[config.mk]
export PLATFORM = sky130hd
export DESIGN_NAME = tval_compress_reg
export DESIGN_NICKNAME = d
export VERILOG_FILES = /design/src/rtl/tval_pkg.sv /design/src/rtl/tval_wsel.sv /design/src/rtl/tval_encode.sv /design/src/rtl/tval_store.sv /design/src/rtl/tval_expand.sv /design/src/rtl/tval_compress_reg.sv
export SDC_FILE = /design/constraint.sdc
export NUM_CORES = 1
export LEC_CHECK = 0
export BUFFER_PORTS_ARGS = -buffer_cell sky130_fd_sc_hd__buf_2
export CAP_MARGIN = 10
export CORE_MARGIN = 2
export CORE_UTILIZATION = 41
export DETAILED_ROUTE_END_ITERATION = 8
export PLACE_DENSITY_LB_ADDON = 0.12
export SLEW_MARGIN = 5
export SYNTH_ARGS = -nofsm -noshare
export SYNTH_HDL_FRONTEND = slang
export SYNTH_SLANG_ARGS = --single-unit
[constraint.sdc]
create_clock -name clk -period 3.45 [get_ports clk]
set_input_delay 0 -clock clk [delete_from_list [all_inputs] [get_ports clk]]
set_output_delay 0 -clock clk [all_outputs]
set_load 0.02 [all_outputs]
[src/rtl/tval_pkg.sv]
package tval_pkg;

  typedef enum logic [1:0] {
    WR_NONE = 2'd0,
    WR_TRAP = 2'd1,
    WR_SW   = 2'd2
  } wr_src_e;

endpackage

[src/rtl/tval_wsel.sv]
module tval_wsel #(
  parameter int XLEN = 64
) (
  input  logic                  trap_vld,
  input  logic [XLEN-1:0]       trap_addr,
  input  logic                  csr_we,
  input  logic [XLEN-1:0]       csr_wdata,
  output tval_pkg::wr_src_e     src,
  output logic [XLEN-1:0]       wdata,
  output logic                  wen
);
  import tval_pkg::*;

  // Trap path has priority over software path.
  always_comb begin
    if (trap_vld) begin
      src   = WR_TRAP;
      wdata = trap_addr;
    end else if (csr_we) begin
      src   = WR_SW;
      wdata = csr_wdata;
    end else begin
      src   = WR_NONE;
      wdata = '0;
    end
  end

  assign wen = (src != WR_NONE);

endmodule

[src/rtl/tval_encode.sv]
module tval_encode #(
  parameter int XLEN       = 64,
  parameter int VASIZE     = 39,
  parameter bit FULL_WIDTH = 1'b0,
  localparam int SW        = FULL_WIDTH ? XLEN : VASIZE + 1
) (
  input  tval_pkg::wr_src_e src,
  input  logic [XLEN-1:0]   wdata,
  output logic [SW-1:0]     enc
);
  import tval_pkg::*;

  generate
    if (FULL_WIDTH) begin : g_full
      assign enc = wdata;
    end else begin : g_cmp
      localparam int UW = XLEN - VASIZE;
      logic top_bit;
      logic ext_ok;
      logic sign_bit;

      assign top_bit  = wdata[VASIZE-1];
      assign ext_ok   = (wdata[XLEN-1:VASIZE] == {UW{top_bit}});
      // Software data is always taken as valid; traps flag a bad extension.
      assign sign_bit = ((src == WR_TRAP) && !ext_ok) ? ~top_bit : top_bit;
      assign enc      = {sign_bit, wdata[VASIZE-1:0]};
    end
  endgenerate

endmodule

[src/rtl/tval_store.sv]
module tval_store #(
  parameter int W = 40
) (
  input  logic         clk,
  input  logic         rst,
  input  logic         wen,
  input  logic [W-1:0] din,
  output logic [W-1:0] q
);

  always_ff @(posedge clk) begin
    if (rst) begin
      q <= '0;
    end else if (wen) begin
      q <= din;
    end
  end

endmodule

[src/rtl/tval_expand.sv]
module tval_expand #(
  parameter int XLEN = 64,
  parameter int SW   = 40
) (
  input  logic [SW-1:0]   stored,
  output logic [XLEN-1:0] rd
);

  for (genvar i = 0; i < XLEN; i++) begin : g_bit
    if (i < SW) begin : g_keep
      assign rd[i] = stored[i];
    end else begin : g_sext
      assign rd[i] = stored[SW-1];
    end
  end

endmodule

[src/rtl/tval_compress_reg.sv]
module tval_compress_reg #(
  parameter int XLEN       = 64,
  parameter int VASIZE     = 39,
  parameter bit FULL_WIDTH = 1'b0
) (
  input  logic            clk,
  input  logic            rst,
  input  logic            trap_vld,
  input  logic [XLEN-1:0] trap_addr,
  input  logic            csr_we,
  input  logic [XLEN-1:0] csr_wdata,
  output logic [XLEN-1:0] rd_data
);
  import tval_pkg::*;

  localparam int SW = FULL_WIDTH ? XLEN : VASIZE + 1;

  wr_src_e         src;
  logic [XLEN-1:0] wdata;
  logic            wen;
  logic [SW-1:0]   enc;
  logic [SW-1:0]   stored;

  tval_wsel #(.XLEN(XLEN)) u_wsel (
    .trap_vld (trap_vld),
    .trap_addr(trap_addr),
    .csr_we   (csr_we),
    .csr_wdata(csr_wdata),
    .src      (src),
    .wdata    (wdata),
    .wen      (wen)
  );

  tval_encode #(.XLEN(XLEN), .VASIZE(VASIZE), .FULL_WIDTH(FULL_WIDTH)) u_enc (
    .src  (src),
    .wdata(wdata),
    .enc  (enc)
  );

  tval_store #(.W(SW)) u_store (
    .clk (clk),
    .rst (rst),
    .wen (wen),
    .din (enc),
    .q   (stored)
  );

  tval_expand #(.XLEN(XLEN), .SW(SW)) u_exp (
    .stored(stored),
    .rd    (rd_data)
  );

  AST_RST_CLEAR: assert property (@(posedge clk) rst |=> rd_data == '0);

  AST_IDLE_HOLD: assert property (@(posedge clk) disable iff (rst)
    (!trap_vld && !csr_we) |=> $stable(rd_data));

  generate
    if (FULL_WIDTH) begin : g_chk_full
      AST_FULL_EXACT: assert property (@(posedge clk) disable iff (rst)
        trap_vld |=> rd_data == $past(trap_addr));
    end else begin : g_chk_cmp
      localparam int UW = XLEN - VASIZE;
      logic in_ext_ok;
      logic rd_ext_ok;
      assign in_ext_ok = (trap_addr[XLEN-1:VASIZE] == {UW{trap_addr[VASIZE-1]}});
      assign rd_ext_ok = (rd_data[XLEN-1:VASIZE] == {UW{rd_data[VASIZE-1]}});

      AST_VALID_EXACT: assert property (@(posedge clk) disable iff (rst)
        (trap_vld && in_ext_ok) |=> rd_data == $past(trap_addr));

      AST_INVALID_KEPT: assert property (@(posedge clk) disable iff (rst)
        (trap_vld && !in_ext_ok) |=>
          (!rd_ext_ok && rd_data[VASIZE-1:0] == $past(trap_addr[VASIZE-1:0])));

      AST_SW_AS_VALID: assert property (@(posedge clk) disable iff (rst)
        (csr_we && !trap_vld) |=>
          (rd_ext_ok && rd_data[VASIZE-1:0] == $past(csr_wdata[VASIZE-1:0])));

      AST_TRAP_WINS: assert property (@(posedge clk) disable iff (rst)
        (csr_we && trap_vld) |=>
          rd_data[VASIZE-1:0] == $past(trap_addr[VASIZE-1:0]));
    end
  endgenerate

endmodule

==> metrics, run 1 <==
Placed Instance Area around 3000 um^2; row count 26; flops & latches, synth 40; power per cell area about 330 nW/um^2; core area roughly 5200 um^2; Vias ~2600; Sw Pwr 0.353 mW; Lkg Pwr 1.87 nW; WP buf/inv 2; DP Worst Slack between 1.5 and 2 ns; clk slew on worst S/H paths approximately 0.07 ns; die area 6050 um^2; worst hold path type input pin to register; Data arrival, critical path between 1.5 and 2 ns; Initial DRC Count just over 90; Max Cap Viol 0; largest net degree at the start of global routing 44; Critical-path top delay cell buf_2; die width 77.8 um; wire per inst around 13 um; crit path max fanout 43; io pins 196; CP top delay family buffers and inverters; dpl hpwl slightly below 5000 um; area delta synth->final 54.7%; combinational fraction of design power 0.302; remaining global-route overflow 0; fin crit period 1.51 ns; initial core utilization 0.432; VDD IR-drop max 0.000222 V; worst reg2reg endpoint u_store.q[39]$_SDFFE_PP0P_; Synth top cells by count nor2_1 (78), a21oi_1 (41), dfxtp_1 (40), mux2i_1 (40), buf_4 (25); Nets around 610; RSZ-0062 raised after global routing no; Flop pwr share 0.445; Final ANT Viol Nets 0; total CTS buffers 5; total wire length ~7000 um; worst hold path depth 5; Top FF cell, synth dfxtp_1; antenna diode count 0; Layout Skew 0 ns; Worst Hold End u_store.q[3]$_SDFFE_PP0P_; initial antenna violation count 0; Clock Power Share 0.253; final hold violations 0; largest registers u_store.q x40; DRC violations left 0; Setup TNS 0 ns; final worst path period share 0.437; Setup crit start kind input pin; post-route setup slack 1.94 ns; CTS tree done; syn avg cell area 7.72 um^2; Slew headroom 0.502; EDFF count, synth 0; Via density 4.78; PortBufs 184; Biggest register u_store.q; H-tree depth 2; sequential fraction of the synthesis area 0.359; max FFs per register 40; CP Capture Type register; largest cells by area after synthesis dfxtp_1 (36%), mux2i_1 (18%), nor2_1 (13%), a21oi_1 (9.2%), buf_4 (8.4%); first-pass GRT wire length 11200 um; Finished Cell Area 3450 um^2; first drt pass iteration count 4; layout cells sized above 1 0.403; Mapped Area around 2200 um^2; chip height 77.8 um; area leader, netlist dfxtp_1; endpoints failing setup 0; total power draw 1.14 mW; YS warnings 0; Critical Path RT 3.66 ns; fill cell count 447; Max Fclk ~660 MHz; Num Clock Sinks 40; internal power 0.792 mW; Crit Path Class input pin to register; WP depth 7; Post-Synthesis Cells 289; switch share 0.308; worst slew pin tran 0.747 ns; gr usage total 0.228; Clk Latency, worst-skew pair between 0.2 and 0.3 ns; Post-synth ARST share 0; post-CTS resize count 0; hold_sp csr_wdata[3]; worst r2r path cells 4; Final Max Slew Viols 0; gpl congestion 0.858; RR Startpoint u_store.q[39]$_SDFFE_PP0P_; Synth cell types 22; CP max stage delay roughly 0.55 ns; Clock Tree Root clkbuf_8; vias in the first global route 2492; Synth top area share 0.359; syn_nets between 400 and 500; most frequent cell after synthesis nor2_1; cell breakdown of the critical path buf_2 -> buf_4 -> o21ai_0 -> nand3_1 -> o21a_1 -> o41a_1 -> nor3b_1; clock buffer depth 2; flop2flop setup slack 2.13 ns; status finished clean
-- worst register-to-register path: stages (launching register included) --
cell and delay, ns:
dfxtp_1 0.70, mux2i_1 0.14, a21oi_1 0.17, nand2_1 0.07, nor3b_1 0.17
-- per-layer routing --
| metal | vias up | part of all wire | track usage |
|---|---|---|---|
| li1 | 1326 | - | - |
| met4 | 0 | 0.024 | 0.0821 |
| met5 | - | 0 | 0 |
| met1 | 1145 | 0.38 | 0.241 |
| met3 | 17 | 0.090 | 0.0651 |
| met2 | 127 | 0.51 | 0.424 |
-- cell usage in the layout, fill, tap and decap left out, drive strengths merged --
master         n
nor2          78
and4           2
or4            1
inv            6
nand2          5
dfxtp         40
nor4           5
clkinv         1
nor3           1
o21a           1
nand4          3
nand2b         7
a21oi         41
nand3          6
o21ai          3
o2111ai        2
mux2i         40
o41a           1
clkbuf         6
o22ai          3
nor3b          1
buf          186
dlygate4sd3   38
-- timing repair --
action	in CTS	in global routing
hold endpoints to repair	38	0
setup buffers	0	0
hold buffers	38	0
-- worst max-delay path by stage --
stage | start | end | slack [ns]
floorplan | trap_addr[38] | u_store.q[39]$_SDFFE_PP0P_ | 2.03
global placement | trap_vld | u_store.q[39]$_SDFFE_PP0P_ | 1.67
finish | trap_vld | u_store.q[39]$_SDFFE_PP0P_ | 1.94
CTS | trap_vld | u_store.q[39]$_SDFFE_PP0P_ | 1.95
detailed placement | trap_vld | u_store.q[39]$_SDFFE_PP0P_ | 1.65
global route | trap_vld | u_store.q[39]$_SDFFE_PP0P_ | 1.69
-- stage by stage --
| step | utilization | hold slack, ns | cells |
|---|---|---|---|
| 6_report | 0.668 | 0.0718 | 547 |
| 5_1_grt | 0.668 | 0.0824 | 547 |
| 4_1_cts | 0.668 | 0.0614 | 547 |
| 3_5_place_dp | 0.579 | 0.236 | 502 |
| 3_3_place_gp | 0.579 | 0.228 | 502 |
| 2_1_floorplan | - | 0.139 | 289 |
-- power groups by stage --
stage,registers (mW),logic [mW],clock network (mW)
4_1_cts,0.509,0.344,0.301
3_3_place_gp,0.519,0.306,0
3_5_place_dp,0.519,0.310,0
5_1_grt,0.514,0.380,0.319
6_report,0.510,0.346,0.289
2_1_floorplan,0.558,0.162,0
-- final cells by class --
type / count / area (um^2) / share of cell area
Inverter: 6 / 22.5 / 0.00652
Clock inverter: 1 / 5.00 / 0.00145
Tap cell: 70 / 87.6 / 0.0254
Clock buffer: 6 / 72.6 / 0.0210
Sequential cell: 40 / 801 / 0.232
Timing Repair Buffer: 224 / 1320 / 0.381
Multi-Input combinational cell: 200 / 1150 / 0.333
-- cells by family after synthesis --
family / after synthesis / synth area share
AOI/OAI and AO/OA: 51 / 0.123
and+or+nand+nor: 109 / 0.212
muxes: 40 / 0.179
DFF: 40 / 0.359
buffers and inverters: 49 / 0.127
Power figures use the tool's default switching activity.
==> run 2, diff against run 1 <==
--- a/config.mk
+++ b/config.mk
@@ -8,7 +8,7 @@
 export BUFFER_PORTS_ARGS = -buffer_cell sky130_fd_sc_hd__buf_2
 export CAP_MARGIN = 10
 export CORE_MARGIN = 2
-export CORE_UTILIZATION = 41
+export CORE_UTILIZATION = 38
 export DETAILED_ROUTE_END_ITERATION = 8
 export PLACE_DENSITY_LB_ADDON = 0.12
 export SLEW_MARGIN = 5
==> constraint.sdc (replaced) <==
create_clock -name clk -period 1.4 [get_ports clk]
set_input_delay 0 -clock clk [delete_from_list [all_inputs] [get_ports clk]]
set_output_delay 0 -clock clk [all_outputs]
set_load 0.02 [all_outputs]
==> metrics, run 2 (synthesized netlist as in run 1, its figures left out) <==
status finished clean; internal power slightly above 2 mW; Crit Path Class input pin to register; cell breakdown of the critical path buf_2 -> nor4_1 -> o2111ai_1 -> or4_1 -> o41a_1 -> nor3b_1; DP Worst Slack -0.150 ns; Sw Pwr 0.897 mW; Vias 2601; endpoints failing setup 0; vias in the first global route 2415; final hold violations 0; Num Clock Sinks 40; die area 6500 um^2; Initial DRC Count 68; gr busiest metal met2; die width 80.6 um; worst reg2reg endpoint u_store.q[39]$_SDFFE_PP0P_; most common cell after layout, fill and taps aside buf_2; remaining global-route overflow 0; Final Max Slew Viols 0; chip height 80.6 um; Setup crit start kind input pin; total wire length roughly 6900 um; row count 27; Placed Instance Area ~3000 um^2; worst slew pin tran 0.441 ns; dpl hpwl 5140 um; layout cells sized above 1 0.412; CP max stage delay 0.43 ns; Slew headroom 0.706; Clock Tree Root clkbuf_8; flop2flop setup slack between 0.5 and 0.6 ns; CP Capture Type register; H-tree depth 2; total CTS buffers 5; post-CTS setup buffer count 0; CP Capture Point u_store.q[39]$_SDFFE_PP0P_; worst r2r path cells 4; post-route setup slack about 0.16 ns; Clk Latency, worst-skew pair about 0.28 ns; CTS tree done; Clock Power Share 0.275; core area between 5000 and 6000 um^2; crit path max fanout 2; largest registers u_store.q x40; Nets approximately 600; Max Fclk roughly 800 MHz; DRC violations left 0; combinational fraction of design power 0.296; first drt pass iteration count 4; io pins 196; switch share 0.308; area delta synth->final 57.4%; Critical-path top delay cell or4_1; Data arrival, critical path 1.42 ns; Hold WS 0.0566 ns; met2 Usage GRT 0.396; PortBufs 184; final worst path period share 0.886; Via density 4.69; initial antenna violation count 0; fin util 0.630; gpl congestion 0.802; VDD IR-drop max 0.000563 V; Biggest register u_store.q; fill cell count slightly above 500; gr usage total 0.210; wire per inst 12.5 um; first-pass GRT wire length 10700 um; Layout Skew 0 ns; global routing usage on met1 0.232; clk slew on worst S/H paths 0.08 ns; antenna diode count 0; largest net degree at the start of global routing 45; Critical Path RT 1.58 ns; fin crit period 1.24 ns; Flop pwr share 0.429; commonest non-fill, non-tap cells in the layout buf_2 (184), nor2_1 (78), a21oi_1 (41); GR Layer Usage met3 0.0517; Finished Cell Area 3510 um^2; Max Cap Viol 0; power per cell area 830 nW/um^2; Lkg Pwr 1.89 nW; Final ANT Viol Nets 0; initial core utilization 0.400; Setup TNS 0 ns; clock buffer depth 2; RR Startpoint u_store.q[39]$_SDFFE_PP0P_; worst hold path type input pin to register; RSZ-0062 raised after global routing no; CP startpoint trap_addr[39]; max FFs per register 40
run 2: cell count changes in the layout (fill, tap and decap cells not counted):
cell        before  now
clkinv_2         1    0
clkbuf_8         5    6
clkinvlp_4       0    2
clkbuf_1         1    0
buf_4            2    7
run 2: through the flow:
stage | std cells | power (mW)
final | 555 | 2.92
after global routing | 555 | 3.09
after CTS | 555 | 2.94
after detailed placement | 509 | 2.06
after global placement | 509 | 2.05
after floorplan | 289 | 1.78
run 2: repair_timing:
item,4_1_cts,5_1_grt
resized for setup,0,0
hold buffers,38,0
hold endpoints to repair,38,0
run 2: how the worst min path moves through the flow:
| stage | start | endpoint | slack, ns | cells past startpoint |
|---|---|---|---|---|
| 5_1_grt | rst | u_store.q[37]$_SDFFE_PP0P_ | 0.06 | 2 |
| 4_1_cts | csr_wdata[23] | u_store.q[23]$_SDFFE_PP0P_ | 0.06 | 5 |
| 6_report | rst | u_store.q[35]$_SDFFE_PP0P_ | 0.06 | 2 |
| 2_1_floorplan | trap_addr[36] | u_store.q[36]$_SDFFE_PP0P_ | 0.14 | 2 |
| 3_5_place_dp | trap_addr[4] | u_store.q[4]$_SDFFE_PP0P_ | 0.24 | 3 |
| 3_3_place_gp | trap_addr[18] | u_store.q[18]$_SDFFE_PP0P_ | 0.23 | 3 |
run 2: worst max-delay path, delay by kind of cell:
kind | cells | cell delay (ns)
AND/OR/NAND/NOR | 3 | 0.82
AO/OA/AOI/OAI | 2 | 0.50
buffers and inverters | 1 | 0.10
run 2: cell type report:
cell class,instances,area [um^2],area share
inverter,6,22.5,0.00641
clock buffer,6,82.6,0.0235
multi-input combinational,200,1150,0.327
timing repair buffer,229,1350,0.385
clock inverter,2,15.0,0.00427
sequential,40,801,0.228
tap,72,90.1,0.0256
run 2: routing by layer:
| layer | part of all wire | wire length [um] |
|---|---|---|
| met1 | 0.39 | 2670 |
| met2 | 0.52 | 3610 |
| met3 | 0.079 | 548 |
| met4 | 0.013 | 87 |
| met5 | 0 | 0 |
run 2: power by group through the flow:
stage / registers, mW / logic (mW) / clock network (mW)
CTS: 1.25 / 0.866 / 0.825
detailed placement: 1.28 / 0.782 / 0
global placement: 1.28 / 0.772 / 0
finish: 1.25 / 0.864 / 0.801
floorplan: 1.38 / 0.400 / 0
global route: 1.26 / 0.952 / 0.881
==> run 3, diff against run 2 <==
==> constraint.sdc (replaced) <==
create_clock -name clk -period 1.21 [get_ports clk]
set_input_delay 0 -clock clk [delete_from_list [all_inputs] [get_ports clk]]
set_output_delay 0 -clock clk [all_outputs]
set_load 0.02 [all_outputs]
==> metrics, run 3 (synthesized netlist as in run 1, its figures left out) <==
status finished clean; worst hold path type input pin to register; final worst path period share 0.998; max FFs per register 40; Initial DRC Count 72; hold_sp csr_wdata[23]; total CTS buffers 5; initial antenna violation count 0; Critical Path RT 1.39 ns; power per cell area 937 nW/um^2; largest registers u_store.q x40; Final Max Slew Viols 0; io pins 196; Lkg Pwr 1.95 nW; most common cell after layout, fill and taps aside buf_2; Data arrival, critical path 1.39 ns; Max Fclk 828 MHz; cell breakdown of the critical path buf_2 -> nor4_2 -> o2111ai_1 -> or4_4 -> o41a_1 -> nor3b_1; Nets 623; clock buffer depth 2; Clk Latency, worst-skew pair around 0.28 ns; H-tree depth 2; DRC violations left 0; die area 6500 um^2; layout cells sized above 1 0.423; first-pass GRT wire length 10600 um; worst slew pin tran 0.448 ns; Setup crit start kind input pin; area delta synth->final 61.7%; PortBufs 184; Num Clock Sinks 40; CP startpoint trap_addr[38]; gpl congestion 0.789; Layout Skew 0 ns; largest net degree at the start of global routing 45; wire per inst 12.7 um; Crit Path Class input pin to register; VDD IR-drop max 0.000653 V; core area 5570 um^2; Slew headroom 0.701; Max Cap Viol 0; clk slew on worst S/H paths about 0.070 ns; RSZ-0062 raised after global routing yes; Via density roughly 4.7; Vias between 2000 and 3000; initial core utilization 0.400; CP max stage delay 0.43 ns; crit path max fanout 3; Biggest register u_store.q; endpoints failing setup 0; dpl hpwl 5120 um; CTS tree done; gr usage total 0.210; Final ANT Viol Nets 0; commonest non-fill, non-tap cells in the layout buf_2 (184), nor2_1 (78), a21oi_1 (41); final hold violations 0; Clock Tree Root clkbuf_8; antenna diode count 0; RR Startpoint u_store.q[39]$_SDFFE_PP0P_; Critical-path top delay cell or4_4; remaining global-route overflow 0; first drt pass iteration count 4; die width 80.6 um; fin crit period 1.21 ns; Placed Instance Area 3130 um^2; Hold WS approximately 0.071 ns; CP Capture Type register; total wire length 7150 um; vias in the first global route 2285; row count 27; Finished Cell Area 3610 um^2; chip height a little over 80 um
## run 3: what timing repair did
| action | 4_1_cts | 5_1_grt |
|---|---|---|
| pin swaps | 0 | 3 |
| hold endpoints to repair | 38 | 0 |
| endpoints found under the setup margin | 1 | 1 |
| setup buffers | 0 | 0 |
| gates resized for setup | 1 | 1 |
| hold buffers | 38 | 0 |
## run 3: area by class of cell
| cell class | count | area [um^2] |
|---|---|---|
| flip-flops and latches | 40 | 801 |
| multi-input cells | 200 | 1160 |
| well taps | 72 | 90.1 |
| fillers | 472 | 1970 |
| repair buffers | 238 | 1450 |
| inverters | 6 | 22.5 |
| clock buffers | 8 | 90.1 |
## run 3: power by group
part           internal, mW  switching, mW
clock network         0.465          0.431
registers              1.40         0.0449
logic                 0.499          0.538
total                  2.37           1.01
## run 3: worst paths after layout
check	cells after the start	slack, ns	to
setup / recovery	6	0.002	u_store.q[39]$_SDFFE_PP0P_
hold / removal	5	0.07	u_store.q[23]$_SDFFE_PP0P_
setup reg to reg	4	0.35	u_store.q[39]$_SDFFE_PP0P_
hold reg to reg	4	0.61	u_store.q[37]$_SDFFE_PP0P_
## run 3: worst max-delay path: cells and delay by family
family,cells,cell delay [ns]
AND/OR/NAND/NOR,3,0.81
AO/OA/AOI/OAI,2,0.46
buffers and inverters,1,0.11
## run 3: stage by stage
stage / cells / utilization / worst slack, ns / power (mW) / setup TNS [ns]
after floorplan: 289 / - / -0.211 / 2.06 / -0.211
after global placement: 518 / 0.561 / -0.356 / 2.40 / -0.356
after detailed placement: 518 / 0.561 / -0.350 / 2.41 / -0.350
after CTS: 564 / 0.647 / -0.0369 / 3.42 / -0.0369
after global routing: 564 / 0.647 / -0.0535 / 3.58 / -0.0535
final: 564 / 0.647 / 0.00187 / 3.38 / 0
## run 3: metal layers
metal,global-route usage,up-vias,wire [um]
li1,-,1357,-
met1,0.232,1126,2720
met2,0.393,134,3730
met3,0.0562,7,644
met4,0.0508,0,53
met5,0,-,0
